===== src/rtl/dscr_own_pkg.sv =====
package dscr_own_pkg;
  typedef enum logic [1:0] {
    WSEL_ADD  = 2'd0,
    WSEL_BASE = 2'd1,
    WSEL_SIZE = 2'd2,
    WSEL_NONE = 2'd3
  } wsel_e;

  typedef enum logic {
    RSEL_COUNT  = 1'b0,
    RSEL_STATUS = 1'b1
  } rsel_e;
endpackage


===== src/rtl/dscr_cnt.sv =====
module dscr_cnt #(
  parameter int CNT_W = 16
) (
  input  logic             clk_i,
  input  logic             rst_ni,
  input  logic             add_i,
  input  logic [CNT_W-1:0] add_val_i,
  input  logic             consume_i,
  output logic [CNT_W-1:0] cnt_o,
  output logic             ovf_o,
  output logic             take_o
);
  logic [CNT_W-1:0] cnt_q;
  logic             ovf_q;
  logic [CNT_W:0]   add_ext;
  logic [CNT_W:0]   sum;

  // a consume is accepted only while descriptors remain
  assign take_o  = consume_i && (cnt_q != '0);
  assign add_ext = add_i ? {1'b0, add_val_i} : '0;
  assign sum     = {1'b0, cnt_q} + add_ext - (CNT_W+1)'(take_o);

  always_ff @(posedge clk_i or negedge rst_ni) begin
    if (!rst_ni) begin
      cnt_q <= '0;
      ovf_q <= 1'b0;
    end else if (sum[CNT_W]) begin
      cnt_q <= '1;
      ovf_q <= 1'b1;
    end else begin
      cnt_q <= sum[CNT_W-1:0];
    end
  end

  assign cnt_o = cnt_q;
  assign ovf_o = ovf_q;

  // plain add with no saturation risk
  a_r2_add: assert property (@(posedge clk_i) disable iff (!rst_ni)
    (add_i && !consume_i && !cnt_o[CNT_W-1] && !add_val_i[CNT_W-1])
      |=> cnt_o == $past(cnt_o) + $past(add_val_i));

  a_r6_add_and_take: assert property (@(posedge clk_i) disable iff (!rst_ni)
    (add_i && consume_i && cnt_o != '0 && !cnt_o[CNT_W-1] && !add_val_i[CNT_W-1])
      |=> cnt_o == $past(cnt_o) + $past(add_val_i) - 1'b1);

  a_r7_zero_hold: assert property (@(posedge clk_i) disable iff (!rst_ni)
    (consume_i && cnt_o == '0 && !add_i) |=> cnt_o == '0);

  a_r8_saturate: assert property (@(posedge clk_i) disable iff (!rst_ni)
    (add_i && add_val_i > 1 && (&cnt_o)) |=> ((&cnt_o) && ovf_o));

  a_r8_sticky: assert property (@(posedge clk_i) disable iff (!rst_ni)
    ovf_o |=> ovf_o);
endmodule


===== src/rtl/dscr_ring.sv =====
module dscr_ring #(
  parameter int ADDR_W  = 40,
  parameter int IDX_W   = 16,
  parameter int DSCR_LG = 4
) (
  input  logic              clk_i,
  input  logic              rst_ni,
  input  logic              base_we_i,
  input  logic              size_we_i,
  input  logic [ADDR_W-1:0] base_i,
  input  logic [IDX_W-1:0]  size_i,
  input  logic              adv_i,
  output logic [ADDR_W-1:0] addr_o
);
  localparam logic [ADDR_W-1:0] STRIDE = ADDR_W'(1) << DSCR_LG;

  logic [ADDR_W-1:0] base_q;
  logic [IDX_W-1:0]  size_q;
  logic [IDX_W-1:0]  idx_q;
  logic [IDX_W:0]    idx_nx;
  logic              wrap;

  assign idx_nx = {1'b0, idx_q} + 1'b1;
  assign wrap   = idx_nx >= {1'b0, size_q};

  always_ff @(posedge clk_i or negedge rst_ni) begin
    if (!rst_ni) begin
      base_q <= '0;
      size_q <= '0;
      idx_q  <= '0;
    end else if (base_we_i) begin
      base_q <= base_i;
      idx_q  <= '0;
    end else if (size_we_i) begin
      size_q <= size_i;
      idx_q  <= '0;
    end else if (adv_i) begin
      idx_q <= wrap ? '0 : idx_nx[IDX_W-1:0];
    end
  end

  assign addr_o = base_q + (ADDR_W'(idx_q) << DSCR_LG);

  a_r9_stride: assert property (@(posedge clk_i) disable iff (!rst_ni)
    (adv_i && !base_we_i && !size_we_i && !wrap)
      |=> addr_o == $past(addr_o) + STRIDE);

  a_r9_wrap: assert property (@(posedge clk_i) disable iff (!rst_ni)
    (adv_i && !base_we_i && !size_we_i && wrap) |=> addr_o == $past(base_q));

  a_r9_base_load: assert property (@(posedge clk_i) disable iff (!rst_ni)
    base_we_i |=> addr_o == $past(base_i));
endmodule


===== src/rtl/dscr_rd_mux.sv =====
module dscr_rd_mux
  import dscr_own_pkg::*;
#(
  parameter int NUM_CH = 4,
  parameter int CNT_W  = 16,
  parameter int ADDR_W = 40,
  parameter int DATA_W = 64,
  localparam int CH_W  = $clog2(NUM_CH)
) (
  input  logic [NUM_CH-1:0][CNT_W-1:0]  cnt_i,
  input  logic [NUM_CH-1:0][ADDR_W-1:0] addr_i,
  input  logic [CH_W-1:0]               rd_ch_i,
  input  logic                          rd_sel_i,
  output logic [DATA_W-1:0]             rd_data_o
);
  logic [CNT_W-1:0]  cnt_s;
  logic [ADDR_W-1:0] addr_s;

  assign cnt_s  = cnt_i[rd_ch_i];
  assign addr_s = addr_i[rd_ch_i];

  always_comb begin
    rd_data_o = '0;
    if (rsel_e'(rd_sel_i) == RSEL_STATUS) begin
      rd_data_o[ADDR_W-1:0]       = addr_s;
      rd_data_o[DATA_W-1 -: CNT_W] = cnt_s;
    end else begin
      rd_data_o[CNT_W-1:0] = cnt_s;
    end
  end

  initial begin
    a_r4_layout_fits: assert (ADDR_W + CNT_W <= DATA_W);
  end
endmodule


===== src/rtl/dscr_own_ctr.sv =====
module dscr_own_ctr
  import dscr_own_pkg::*;
#(
  parameter int NUM_CH  = 4,
  parameter int CNT_W   = 16,
  parameter int ADDR_W  = 40,
  parameter int DSCR_LG = 4,
  parameter int DATA_W  = 64,
  localparam int CH_W   = $clog2(NUM_CH)
) (
  input  logic              clk_i,
  input  logic              rst_ni,
  input  logic              wr_en_i,
  input  logic [CH_W-1:0]   wr_ch_i,
  input  logic [1:0]        wr_sel_i,
  input  logic [DATA_W-1:0] wr_data_i,
  input  logic [CH_W-1:0]   rd_ch_i,
  input  logic              rd_sel_i,
  output logic [DATA_W-1:0] rd_data_o,
  input  logic [NUM_CH-1:0] consume_i,
  output logic [NUM_CH-1:0] busy_o,
  output logic [NUM_CH-1:0] ovf_o
);
  logic [NUM_CH-1:0][CNT_W-1:0]  cnt;
  logic [NUM_CH-1:0][ADDR_W-1:0] addr;
  logic [NUM_CH-1:0]             take;
  logic [NUM_CH-1:0]             hit;
  wsel_e                         wsel;

  assign wsel = wsel_e'(wr_sel_i);

  for (genvar g = 0; g < NUM_CH; g++) begin : g_ch
    assign hit[g] = wr_en_i && (wr_ch_i == CH_W'(g));

    dscr_cnt #(.CNT_W(CNT_W)) u_cnt (
      .clk_i     (clk_i),
      .rst_ni    (rst_ni),
      .add_i     (hit[g] && wsel == WSEL_ADD),
      .add_val_i (wr_data_i[CNT_W-1:0]),
      .consume_i (consume_i[g]),
      .cnt_o     (cnt[g]),
      .ovf_o     (ovf_o[g]),
      .take_o    (take[g])
    );

    dscr_ring #(.ADDR_W(ADDR_W), .IDX_W(CNT_W), .DSCR_LG(DSCR_LG)) u_ring (
      .clk_i     (clk_i),
      .rst_ni    (rst_ni),
      .base_we_i (hit[g] && wsel == WSEL_BASE),
      .size_we_i (hit[g] && wsel == WSEL_SIZE),
      .base_i    (wr_data_i[ADDR_W-1:0]),
      .size_i    (wr_data_i[CNT_W-1:0]),
      .adv_i     (take[g]),
      .addr_o    (addr[g])
    );

    assign busy_o[g] = |cnt[g];

    // busy can only rise after an add to this channel
    a_r10_busy_rise: assert property (@(posedge clk_i) disable iff (!rst_ni)
      !busy_o[g] |=> (!busy_o[g] || $past(hit[g] && wsel == WSEL_ADD)));

    // an idle channel holds its count and address
    a_r5_isolated: assert property (@(posedge clk_i) disable iff (!rst_ni)
      (!hit[g] && !consume_i[g]) |=> ($stable(cnt[g]) && $stable(addr[g])));

    a_r7_no_move_at_zero: assert property (@(posedge clk_i) disable iff (!rst_ni)
      (!busy_o[g] && !hit[g]) |=> $stable(addr[g]));
  end

  dscr_rd_mux #(
    .NUM_CH(NUM_CH), .CNT_W(CNT_W), .ADDR_W(ADDR_W), .DATA_W(DATA_W)
  ) u_rd (
    .cnt_i     (cnt),
    .addr_i    (addr),
    .rd_ch_i   (rd_ch_i),
    .rd_sel_i  (rd_sel_i),
    .rd_data_o (rd_data_o)
  );
endmodule


===== config.mk =====
export PLATFORM = sky130hd
export DESIGN_NAME = dscr_own_ctr
export DESIGN_NICKNAME = d
export VERILOG_FILES = /design/src/rtl/dscr_own_pkg.sv /design/src/rtl/dscr_cnt.sv /design/src/rtl/dscr_ring.sv /design/src/rtl/dscr_rd_mux.sv /design/src/rtl/dscr_own_ctr.sv
export SDC_FILE = /design/constraint.sdc
export NUM_CORES = 1
export LEC_CHECK = 0
export ABC_AREA = 1
export BUFFER_PORTS_ARGS = -buffer_cell sky130_fd_sc_hd__buf_2
export CAP_MARGIN = 30
export CORE_MARGIN = 8
export CORE_UTILIZATION = 60
export CTS_CLUSTER_DIAMETER = 200
export DETAILED_ROUTE_END_ITERATION = 10
export HOLD_SLACK_MARGIN = 0.15
export PLACE_DENSITY = 0.9
export SLEW_MARGIN = 20
export SYNTH_ARGS = -nofsm -noshare
export SYNTH_HDL_FRONTEND = slang
export SYNTH_SLANG_ARGS = --single-unit
export TNS_END_PERCENT = 1

===== constraint.sdc =====
create_clock -name clk_i -period 4.5 [get_ports clk_i]
set_input_delay 0.675 -clock clk_i [delete_from_list [all_inputs] [get_ports clk_i]]
set_output_delay 0.675 -clock clk_i [all_outputs]
set_load 0.03 [all_outputs]

## Word level (Yosys, flattened, before mapping)

Index checks and enable logic that the tools add are counted.

- Input port bits: 78
- Register bits: 356
- Output and inout bits: 72

- Bitwise operators: 4
- Order comparisons: 5
- Equal/unequal tests: 5
- Muxes and demuxes: 31
- Reductions and logical operators: 38
- Add/subtract/negate cells: 16

Operators with widths:

| cell | number |
|---|---|
| 16-bit two-way mux | 27 |
| 40-bit by 20-bit adder with 40-bit output | 4 |
| 40-bit binary-select mux with 2-bit select | 1 |
| 16-bit by 1-bit adder with 17-bit output, second input constant | 4 |
| 16-bit by 17-bit adder with 17-bit output | 4 |
| 17-bit by 16-bit >= comparator with 1-bit output | 4 |
| 17-bit by 1-bit subtractor with 17-bit output | 4 |
| 16-bit nonzero test | 4 |
| 16-bit OR reduction | 4 |
| 40-bit two-way mux | 1 |
| 16-bit binary-select mux with 2-bit select | 1 |
| 24-bit two-way mux | 1 |
| 1-bit logical AND | 20 |
| 3-bit nonzero test | 4 |
| 2-bit AND reduction | 4 |
| 2-bit == test, second input constant | 3 |
| 2-bit by 1-bit == test with 1-bit output, second input constant | 2 |
| 2-bit zero test | 2 |
| 1-bit NOT | 4 |
| 2-bit by 3-bit < comparator with 1-bit output, second input constant | 1 |

## Depth between registers and ports, before layout

Gate-level depths: netlist of the first run.

- Word-level depth: 7
- Depth in mapped cells: 22

## Hierarchy

A second synthesis of the first run with hierarchy kept.

- Cell total of the unflattened synthesis: 5,262
- Area, all modules: 32,622.5 sq um

By module, submodules not included:

| module | area each (sq um) | cells an instance | sequential area each (sq um) | instances |
|---|---|---|---|---|
| dscr_ring (g_ch[0].u_ring ...) | 5,340.1 | 801 | 1,801.7 | 2 |
| dscr_ring (g_ch[2].u_ring ...) | 5,336.4 | 802 | 1,801.7 | 2 |
| dscr_cnt (g_ch[0].u_cnt ...) | 2,067.0 | 328 | 425.4 | 2 |
| dscr_cnt (g_ch[2].u_cnt ...) | 2,035.7 | 334 | 425.4 | 2 |
| dscr_rd_mux | 2,747.6 | 649 | 0.0 | 1 |
| dscr_own_ctr | 316.6 | 83 | 0.0 | 1 |

## Worst setup path before layout of the first run

Ideal clock, no wire load.

- Path type: in2reg
- From: input wr_ch_i[1]
- To: register g_ch[3].u_cnt.cnt_q[11]
- Arrival: 3,430 ps
- Setup slack: 951 ps
- Stages: 18
- Required time: 4,380 ps
- Cell sequence: inv_1 > nor3_1 > nand2_1 > inv_1 > clkbuf_1 > nand2_1 > ha_1 > inv_1 > fa_1 > nand3_1 > nand2_1 > a21boi_2 > o21ai_1 > nand3_1 > nand2_1 > xnor2_2 > buf_4 > nand2_1

- Cells in the longest elaborated chain, start to end: 7

RTL lines:

| element | line | source |
|---|---|---|
| from (decl) | dscr_own_ctr.sv:14 | `input logic [CH_W-1:0] wr_ch_i,` |
| 2-bit == test | dscr_own_ctr.sv:33 | `assign hit[g] = wr_en_i && (wr_ch_i == CH_W'(g));` |
| 1-bit logical AND | dscr_own_ctr.sv:33 |  |
| 1-bit logical AND | dscr_own_ctr.sv:38 | `.add_i (hit[g] && wsel == WSEL_ADD),` |
| 16-bit two-way mux | dscr_cnt.sv:20 | `assign add_ext = add_i ? {1'b0, add_val_i} : '0;` |
| 16-bit by 17-bit adder with 17-bit output | dscr_cnt.sv:21 | `assign sum = {1'b0, cnt_q} + add_ext - (CNT_W+1)'(take_o);` |
| 17-bit by 1-bit subtractor with 17-bit output | dscr_cnt.sv:21 |  |
| 16-bit two-way mux | dscr_cnt.sv:27 | `end else if (sum[CNT_W]) begin` |
| to (signal assigned) | dscr_cnt.sv:31 | `cnt_q <= sum[CNT_W-1:0];` |
| to (decl) | dscr_cnt.sv:13 | `logic [CNT_W-1:0] cnt_q;` |

Every way passes these cells.
A chain may end at the register's enable or synchronous reset.

## Worst setup path after layout of the first run

- From: register g_ch[0].u_ring.idx_q[0]
- To: output rd_data_o[10]

- Cells in the longest elaborated chain, start to end: 4

RTL lines:

| element | line | source |
|---|---|---|
| from (decl) | dscr_ring.sv:19 | `logic [IDX_W-1:0] idx_q;` |
| from (signal assigned) | dscr_ring.sv:38 | `idx_q <= wrap ? '0 : idx_nx[IDX_W-1:0];` |
| 40-bit by 20-bit adder with 40-bit output | dscr_ring.sv:42 | `assign addr_o = base_q + (ADDR_W'(idx_q) << DSCR_LG);` |
| 40-bit binary-select mux with 2-bit select | dscr_rd_mux.sv:20 | `assign addr_s = addr_i[rd_ch_i];` |
| 40-bit two-way mux (not written as such) | dscr_rd_mux.sv:20 |  |
| 16-bit two-way mux | dscr_rd_mux.sv:24 | `if (rsel_e'(rd_sel_i) == RSEL_STATUS) begin` |
| to (decl) | dscr_own_ctr.sv:19 | `output logic [DATA_W-1:0] rd_data_o,` |

Every way passes these cells. The select of a mux whose other input is x is not followed.

==> results of run 1 <==
[power groups by stage]
stage	sequential (uW)	clock, uW	combinational, uW
after floorplan	4440	0	5630
after global placement	4640	0	7160
after detailed placement	4670	0	7420
after CTS	4630	3490	7490
after global routing	4720	3620	8590
final	4650	3480	7620
[Yosys cell counts, types with 26 or more instances]
cell	n	area, um^2
nand3_1	293	1470
nand4_1	110	688
xor2_1	77	674
xnor2_1	26	228
o21ai_0	399	2000
ha_1	260	3250
nand2_1	1324	4970
nor3_1	59	295
clkbuf_1	85	319
nor2_1	273	1020
dfrtp_1	356	8910
inv_1	710	2670
nand3b_1	26	195
nor4_1	33	206
a21oi_1	210	1050
[flip-flops by register name, summed over array words and instances, names as in the netlist]
register            cells
g_ch.u_ring.base_q    160
g_ch.u_cnt.ovf_o        4
g_ch.u_ring.size_q     64
g_ch.u_ring.idx_q      64
g_ch.u_cnt.cnt_o       64
[final cells by class]
type	instances	area share (%)
multi-input cells	3247	54.1
flip-flops and latches	356	27.8
diodes	1	0.00782
clock buffers	57	3.68
inverters	714	8.38
well taps	664	2.60
repair buffers	145	2.73
clock inverters	18	0.606
[placed cells by master, fill, tap and decap left out, drive strengths merged, types with 33 or more instances in the layout]
master,Yosys,final
nor3,64,64
nor2,284,284
inv,713,716
a21oi,210,210
o21ai,406,406
ha,260,260
nand3,296,296
nand2,1328,1328
buf,41,145
clkbuf,87,57
xor2,77,77
dfrtp,356,356
nor4,33,33
nand4,111,111
[worst paths after layout]
path / start / end / depth (start not counted)
setup reg to reg: g_ch[3].u_cnt.cnt_o[0]$_DFF_PN0_ / g_ch[3].u_cnt.cnt_o[10]$_DFF_PN0_ / 17
hold reg to reg: g_ch[0].u_cnt.ovf_o$_DFFE_PN0P_ / g_ch[0].u_cnt.ovf_o$_DFFE_PN0P_ / 2
min in group clk_i: wr_data_i[36] / g_ch[1].u_ring.base_q[36]$_DFFE_PN0P_ / 3
setup / recovery: g_ch[0].u_ring.idx_q[0]$_DFFE_PN0P_ / rd_data_o[10] / 12
hold / removal: rst_ni / g_ch[1].u_ring.size_q[13]$_DFFE_PN0P_ / 1
max in group asynchronous: rst_ni / g_ch[2].u_cnt.cnt_o[6]$_DFF_PN0_ / 2
[worst max-delay path: stages, from the launching register on]
cell and delay [ns]:
dfrtp_1 0.48, ha_1 0.34, fa_1 0.48, nand3_1 0.10
nand3_1 0.18, nand2_1 0.11, nand2_1 0.12, a21oi_1 0.14
o21ai_0 0.10, o21ai_1 0.29, o21ai_0 0.16, o22ai_1 0.35
buf_2 0.28
[metrics by stage]
step	instances	area [um^2]	util, %	power [uW]
floorplan	4445	29500	-	10100
global placement	5122	30600	62.7	11800
detailed placement	5123	30600	62.7	12100
CTS	5198	31900	65.5	15600
global route	5202	32000	65.6	16900
finish	5202	32000	65.6	15800
[per-layer routing]
metal,routed length (um),part of all wire [%],vias up
li1,-,-,14400
met1,35600,38,13700
met2,41600,44,1516
met3,9560,10,409
met4,7040,7.5,6
met5,37,0.039,-
[kinds of logic (layout without fill, tap and decap cells)]
group / Yosys count / after routing / synth area share, %
AND/OR/NAND/NOR: 2180 / 2180 / 31.6
flip-flops: 356 / 356 / 30.2
XOR/XNOR: 107 / 107 / 3.28
buffers and inverters: 842 / 934 / 11.1
adder cells (fa/ha/maj): 268 / 268 / 11.6
AO/OA/AOI/OAI: 684 / 684 / 12.2
other: 1 / 9 / 0.0127
[timing repair]
| item | in CTS | in global routing |
|---|---|---|
| setup buffers | 0 | 0 |
| resized for setup | 0 | 1 |
| endpoints found under the setup margin | 0 | 1 |
| endpoints found under the hold margin | 0 | 0 |
==> impl_metrics.py, run 1 <==
metrics = {
    "power": {
        "clock_power_share_pct": 22.1,
        "p_comb_share_pct": 48.4,
        "vdd_drop_max_mv": 0.549,
        "p_int_uw": 8760,
        "p_per_area_mw_per_mm2": 492,
        "p_sw_uw": 6990,
        "pwr-share-seq_pct": 29.5,
        "swShare_pct": 44.4,
        "p_leak_uw": 0.0175,
    },
    "layout": {
        "fillers": 4204,
        "layout.nets": 4852,
        "multi_input_area_mm2": 0.0173,
        "regArea_mm2": 0.00891,
        "layout-drive-gt1-share_pct": 6.11,
        "area_growth_pct": 8.59,
    },
    "sta": {
        "min_period_over_period_pct": 98.3,
        "hold_viol": 0,
        "drv_slew": 0,
        "fmax_mhz": 226,
        "setup_ws_ns": 0.0787,
        "rsz0062_at_grt": "false",
        "relSlewSlack_pct": 34.8,
        "fin_crit_ns": 4.42,
        "fin_tns_setup_ns": 0,
        "clock-skew-final_ns": 0.0246,
        "whs_ns": 0.150,
        "tightest_slew_ns": 0.978,
        "finalSetupViolations": 0,
    },
    "clocking": {
        "clkTransAtPathRegs_ns": 0.06,
        "clockBufferDepth": 3,
        "tritoncts": "built",
        "cts_sinks": 356,
        "hold_buffers": 0,
        "cts_made_buffers": 42,
        "clock_latency_ns": 0.60,
        "cts-root-buf": "clkbuf_16",
        "htree_levels": 2,
    },
    "placement": {
        "hpwlAfterDp_um": 71700,
        "dp_slack_ns": 0.438,
        "routabilityCongestion": 1.06,
        "io_buffer_count": 117,
    },
    "route": {
        "first_pass_iters": 6,
        "routedWlPerCell_um": 18.0,
        "vias_per_cell": 5.77,
        "ant_nets": 0,
        "wirelength_um": 93800,
        "vias": 30000,
        "drt_iter0_markers": 3229,
        "drc": 0,
    },
    "yosys": {
        "syn_inst": 4438,
        "yosysWarnings": 0,
        "synth-edff-count": 0,
        "ys_seq_elements": 356,
        "synthFlopType": "dfrtp_1",
        "syn-mean-instance-area_um2": 6.64,
        "ys_seq_area_share_pct": 30.2,
        "async_reset_ff_share_pct": 100,
        "synth.distinct_cells": 54,
        "synth_area_mm2": 0.0295,
    },
    "critical_path": {
        "worstPathArrival_ns": 3.75,
        "end_kind": "output pin",
        "critPathRequiredTime_ns": 3.83,
        "worstSetupPathType": "register to output pin",
        "worst-r2r-setup-slack_ns": 0.86,
        "cp_max_fo": 6,
        "start_kind": "register",
    },
    "grt": {
        "grt_overflow": 0,
        "grt_use_total_pct": 32.7,
        "grt_pass1_wl_um": 147000,
        "use_met2_pct": 52.1,
        "met1_usage_pct": 39.4,
        "globalRoute.busiestLayer": "met2",
        "grt_pass1_vias": 28200,
        "grt_use_met3_pct": 7.84,
        "grt_max_degree": 113,
        "grt_antenna_before_repair": 5,
    },
    "floorplan": {
        "die_x_um": 238,
        "core-area_mm2": 0.0487,
        "ioPinCount": 150,
        "die_h_um": 238,
        "num_rows": 81,
        "die-area_mm2": 0.0564,
        "initial_core_util_pct": 60.4,
    },
    "hold_path": {
        "hp-class": "input port to asynchronous set/reset pin",
    },
    "outcome": {
        "outcome": "completed",
    },
    "run": {
        "drv_cap": 0,
    },
}
Power figures use the tool's default switching activity.
==> inputs of run 2 (changes only) <==
ABC_AREA = not set   (was 1)
CORE_ASPECT_RATIO = 1.5   (was not set)
PLACE_DENSITY = 0.91   (was 0.9)
==> run 2 against run 1 <==
The flow now finishes with violations (setup timing). Cell count decreased by 31%. Fmax decreased by 3.3%. Critical path depth increased by 1. First-iteration DRC count decreased by 33%. Wire length decreased by 9.8%. Combinational power increased by 15%. Critical endpoint is now rd_data_o[36].
==> impl_metrics.py, run 2 <==
metrics = {
    "grt": {
        "grt_overflow": 0,
        "grt_pass1_wl_um": 131000,
        "grt_pass1_vias": 23900,
        "grt_max_degree": 103,
        "grt_antenna_before_repair": 3,
        "grt_use_total_pct": 32.4,
    },
    "route": {
        "routedWlPerCell_um": 23.7,
        "drt_iter0_markers": 2179,
        "vias_per_cell": 6.54,
        "vias": 23400,
        "ant_nets": 0,
        "first_pass_iters": 6,
        "wirelength_um": 84600,
        "drc": 0,
    },
    "placement": {
        "routabilityCongestion": 1.01,
        "post-place-cells": 3493,
        "place_area_mm2": 0.0279,
        "hpwlAfterDp_um": 61200,
        "io_buffer_count": 117,
    },
    "layout": {
        "layout-drive-gt1-share_pct": 20.2,
        "layout_commonest_cell": "dfrtp_1",
        "layout.nets": 3317,
        "post-route-cell-area_mm2": 0.0297,
        "fin_cells": 3573,
        "regMostFlops": "g_ch.u_ring.base_q",
        "most-common-layout-cells": "348 x dfrtp_1, 288 x inv_1, 279 x nand2_1",
        "largest_register_ffs": 160,
        "fillers": 3185,
        "area_growth_pct": 12.6,
    },
    "yosys": {
        "ys_seq_elements": 356,
        "synth_area_leaders": "dfrtp_1 34%, ha_1 12%, mux2_2 8.2%",
        "synth_largest_area_cell": "dfrtp_1",
        "yosysMostFrequentCell": "dfrtp_1",
        "netlist.area_leader.share_pct": 33.8,
        "async_reset_ff_share_pct": 100,
        "syn_inst": 2822,
        "ys_seq_area_share_pct": 33.8,
        "synthTopCellsByCount": "356 x dfrtp_1, 289 x inv_1, 281 x nand2_1, 260 x ha_1, 191 x mux2_2",
        "synth.distinct_cells": 86,
        "synth-edff-count": 0,
        "synthFlopType": "dfrtp_1",
        "syn-mean-instance-area_um2": 9.34,
        "yosysWarnings": 0,
        "synth_area_mm2": 0.0263,
    },
    "critical_path": {
        "crit_family": "compound AO/OA/AOI/OAI gates",
        "worst-r2r-setup-slack_ns": 0.10,
        "worstSetupPathType": "register to output pin",
        "slowest_stage": "fa_2",
        "cp_max_fo": 3,
        "critPathRequiredTime_ns": 3.83,
        "cp_cell_sequence": "ha_2 > fa_2 > a211oi_4 > o21ai_2 > and3_4 > o31ai_4 > o22a_2 > nor4_1 > xor2_1 > a21oi_1 > o32ai_1 > buf_4 > buf_2",
        "start_kind": "register",
        "end_kind": "output pin",
        "worstPathArrival_ns": 3.90,
        "cp_num_buf_inv": 2,
        "cpPeakStageDelay_ns": 0.42,
    },
    "clocking": {
        "cts_made_buffers": 37,
        "tritoncts": "built",
        "cts_sinks": 356,
        "clock_latency_ns": 0.54,
        "clkTransAtPathRegs_ns": 0.06,
        "cts-root-buf": "clkbuf_16",
        "clockBufferDepth": 3,
        "htree_levels": 2,
        "hold_buffers": 0,
    },
    "floorplan": {
        "die-area_mm2": 0.0510,
        "ioPinCount": 150,
        "core-area_mm2": 0.0436,
        "die_h_um": 273,
        "num_rows": 94,
        "initial_core_util_pct": 60.4,
        "die_x_um": 187,
    },
    "sta": {
        "drv_slew": 0,
        "hold_viol": 0,
        "fmax_mhz": 219,
        "rsz0062_at_grt": "true",
        "clock-skew-final_ns": 0.0109,
        "fin_crit_ns": 4.57,
        "min_period_over_period_pct": 102,
        "relSlewSlack_pct": 30.0,
        "tightest_slew_ns": 1.04,
        "setup_ws_ns": -0.0715,
        "finalSetupViolations": 5,
        "whs_ns": 0.219,
    },
    "power": {
        "pwr-share-seq_pct": 28.8,
        "p_leak_uw": 0.0145,
        "swShare_pct": 42.1,
        "total_power_uw": 16900,
        "clock_power_share_pct": 19.3,
        "p_comb_share_pct": 51.9,
        "p_int_uw": 9780,
        "vdd_drop_max_mv": 0.405,
        "p_sw_uw": 7100,
        "p_per_area_mw_per_mm2": 569,
    },
    "run": {
        "drv_cap": 0,
    },
    "outcome": {
        "outcome": "finished with violations",
        "violations": "setup timing",
    },
    "hold_path": {
        "hp-class": "input port to asynchronous set/reset pin",
    },
}
-- run 2: worst paths after layout --
| kind | startpoint | to | cells after the start |
|---|---|---|---|
| worst min-delay path | rst_ni | g_ch[2].u_ring.base_q[37]$_DFFE_PN0P_ | 1 |
| min in group clk_i | wr_data_i[39] | g_ch[0].u_ring.base_q[39]$_DFFE_PN0P_ | 2 |
| worst max-delay path | g_ch[2].u_ring.idx_q[0]$_DFFE_PN0P_ | rd_data_o[36] | 13 |
| worst max register to register | g_ch[0].u_cnt.cnt_o[6]$_DFF_PN0_ | g_ch[0].u_cnt.cnt_o[15]$_DFF_PN0_ | 18 |
| worst min register to register | g_ch[3].u_cnt.ovf_o$_DFFE_PN0P_ | g_ch[3].u_cnt.ovf_o$_DFFE_PN0P_ | 1 |
| max in group asynchronous | rst_ni | g_ch[1].u_ring.idx_q[0]$_DFFE_PN0P_ | 2 |
-- run 2: kinds of logic after synthesis --
group | synth area share, %
buf+inv | 6.03
mux | 11.2
fa+ha+maj | 13.0
xor+xnor | 7.80
compound gates | 13.6
other cells | 0.0142
simple gates | 14.7
flops | 33.8
-- run 2: cell type report --
class	count	area [um^2]	share of cell area (%)
timing repair buffer	213	1400	4.73
multi-input combinational	2072	16300	54.9
clock inverter	18	245	0.827
tap	576	721	2.43
inverter	291	1090	3.68
antenna	2	5.00	0.0169
clock buffer	45	996	3.36
sequential	356	8920	30.1
-- run 2: through the flow --
step / worst slack, ns / util (%) / TNS (ns)
final: -0.0715 / 68.0 / -0.113
after global routing: -0.103 / 67.9 / -1.16
after CTS: -0.0451 / 67.2 / -0.118
after detailed placement: -0.354 / 63.9 / -12.09
after global placement: -0.233 / 63.9 / -5.41
after floorplan: -0.115 / - / -3.03
-- run 2: power by group through the flow --
| stage | sequential (uW) | clock [uW] | combinational (uW) |
|---|---|---|---|
| floorplan | 4520 | 0 | 6100 |
| global placement | 4780 | 0 | 7800 |
| detailed placement | 4830 | 0 | 8230 |
| CTS | 4800 | 3270 | 8370 |
| global route | 4920 | 3400 | 9530 |
| finish | 4860 | 3260 | 8760 |
-- run 2: timing repair --
item | in CTS | in global routing
setup buffers | 2 | 13
resized for setup | 30 | 65
setup endpoints to repair | 33 | 75
pin swaps | 4 | 25
-- run 2: routing by layer --
metal	up-vias	global-route usage [%]	routed length, um
li1	10200	-	-
met1	11300	34.2	28300
met2	1377	54.9	40100
met3	539	6.47	6910
met4	6	28.4	9230
met5	-	0	40
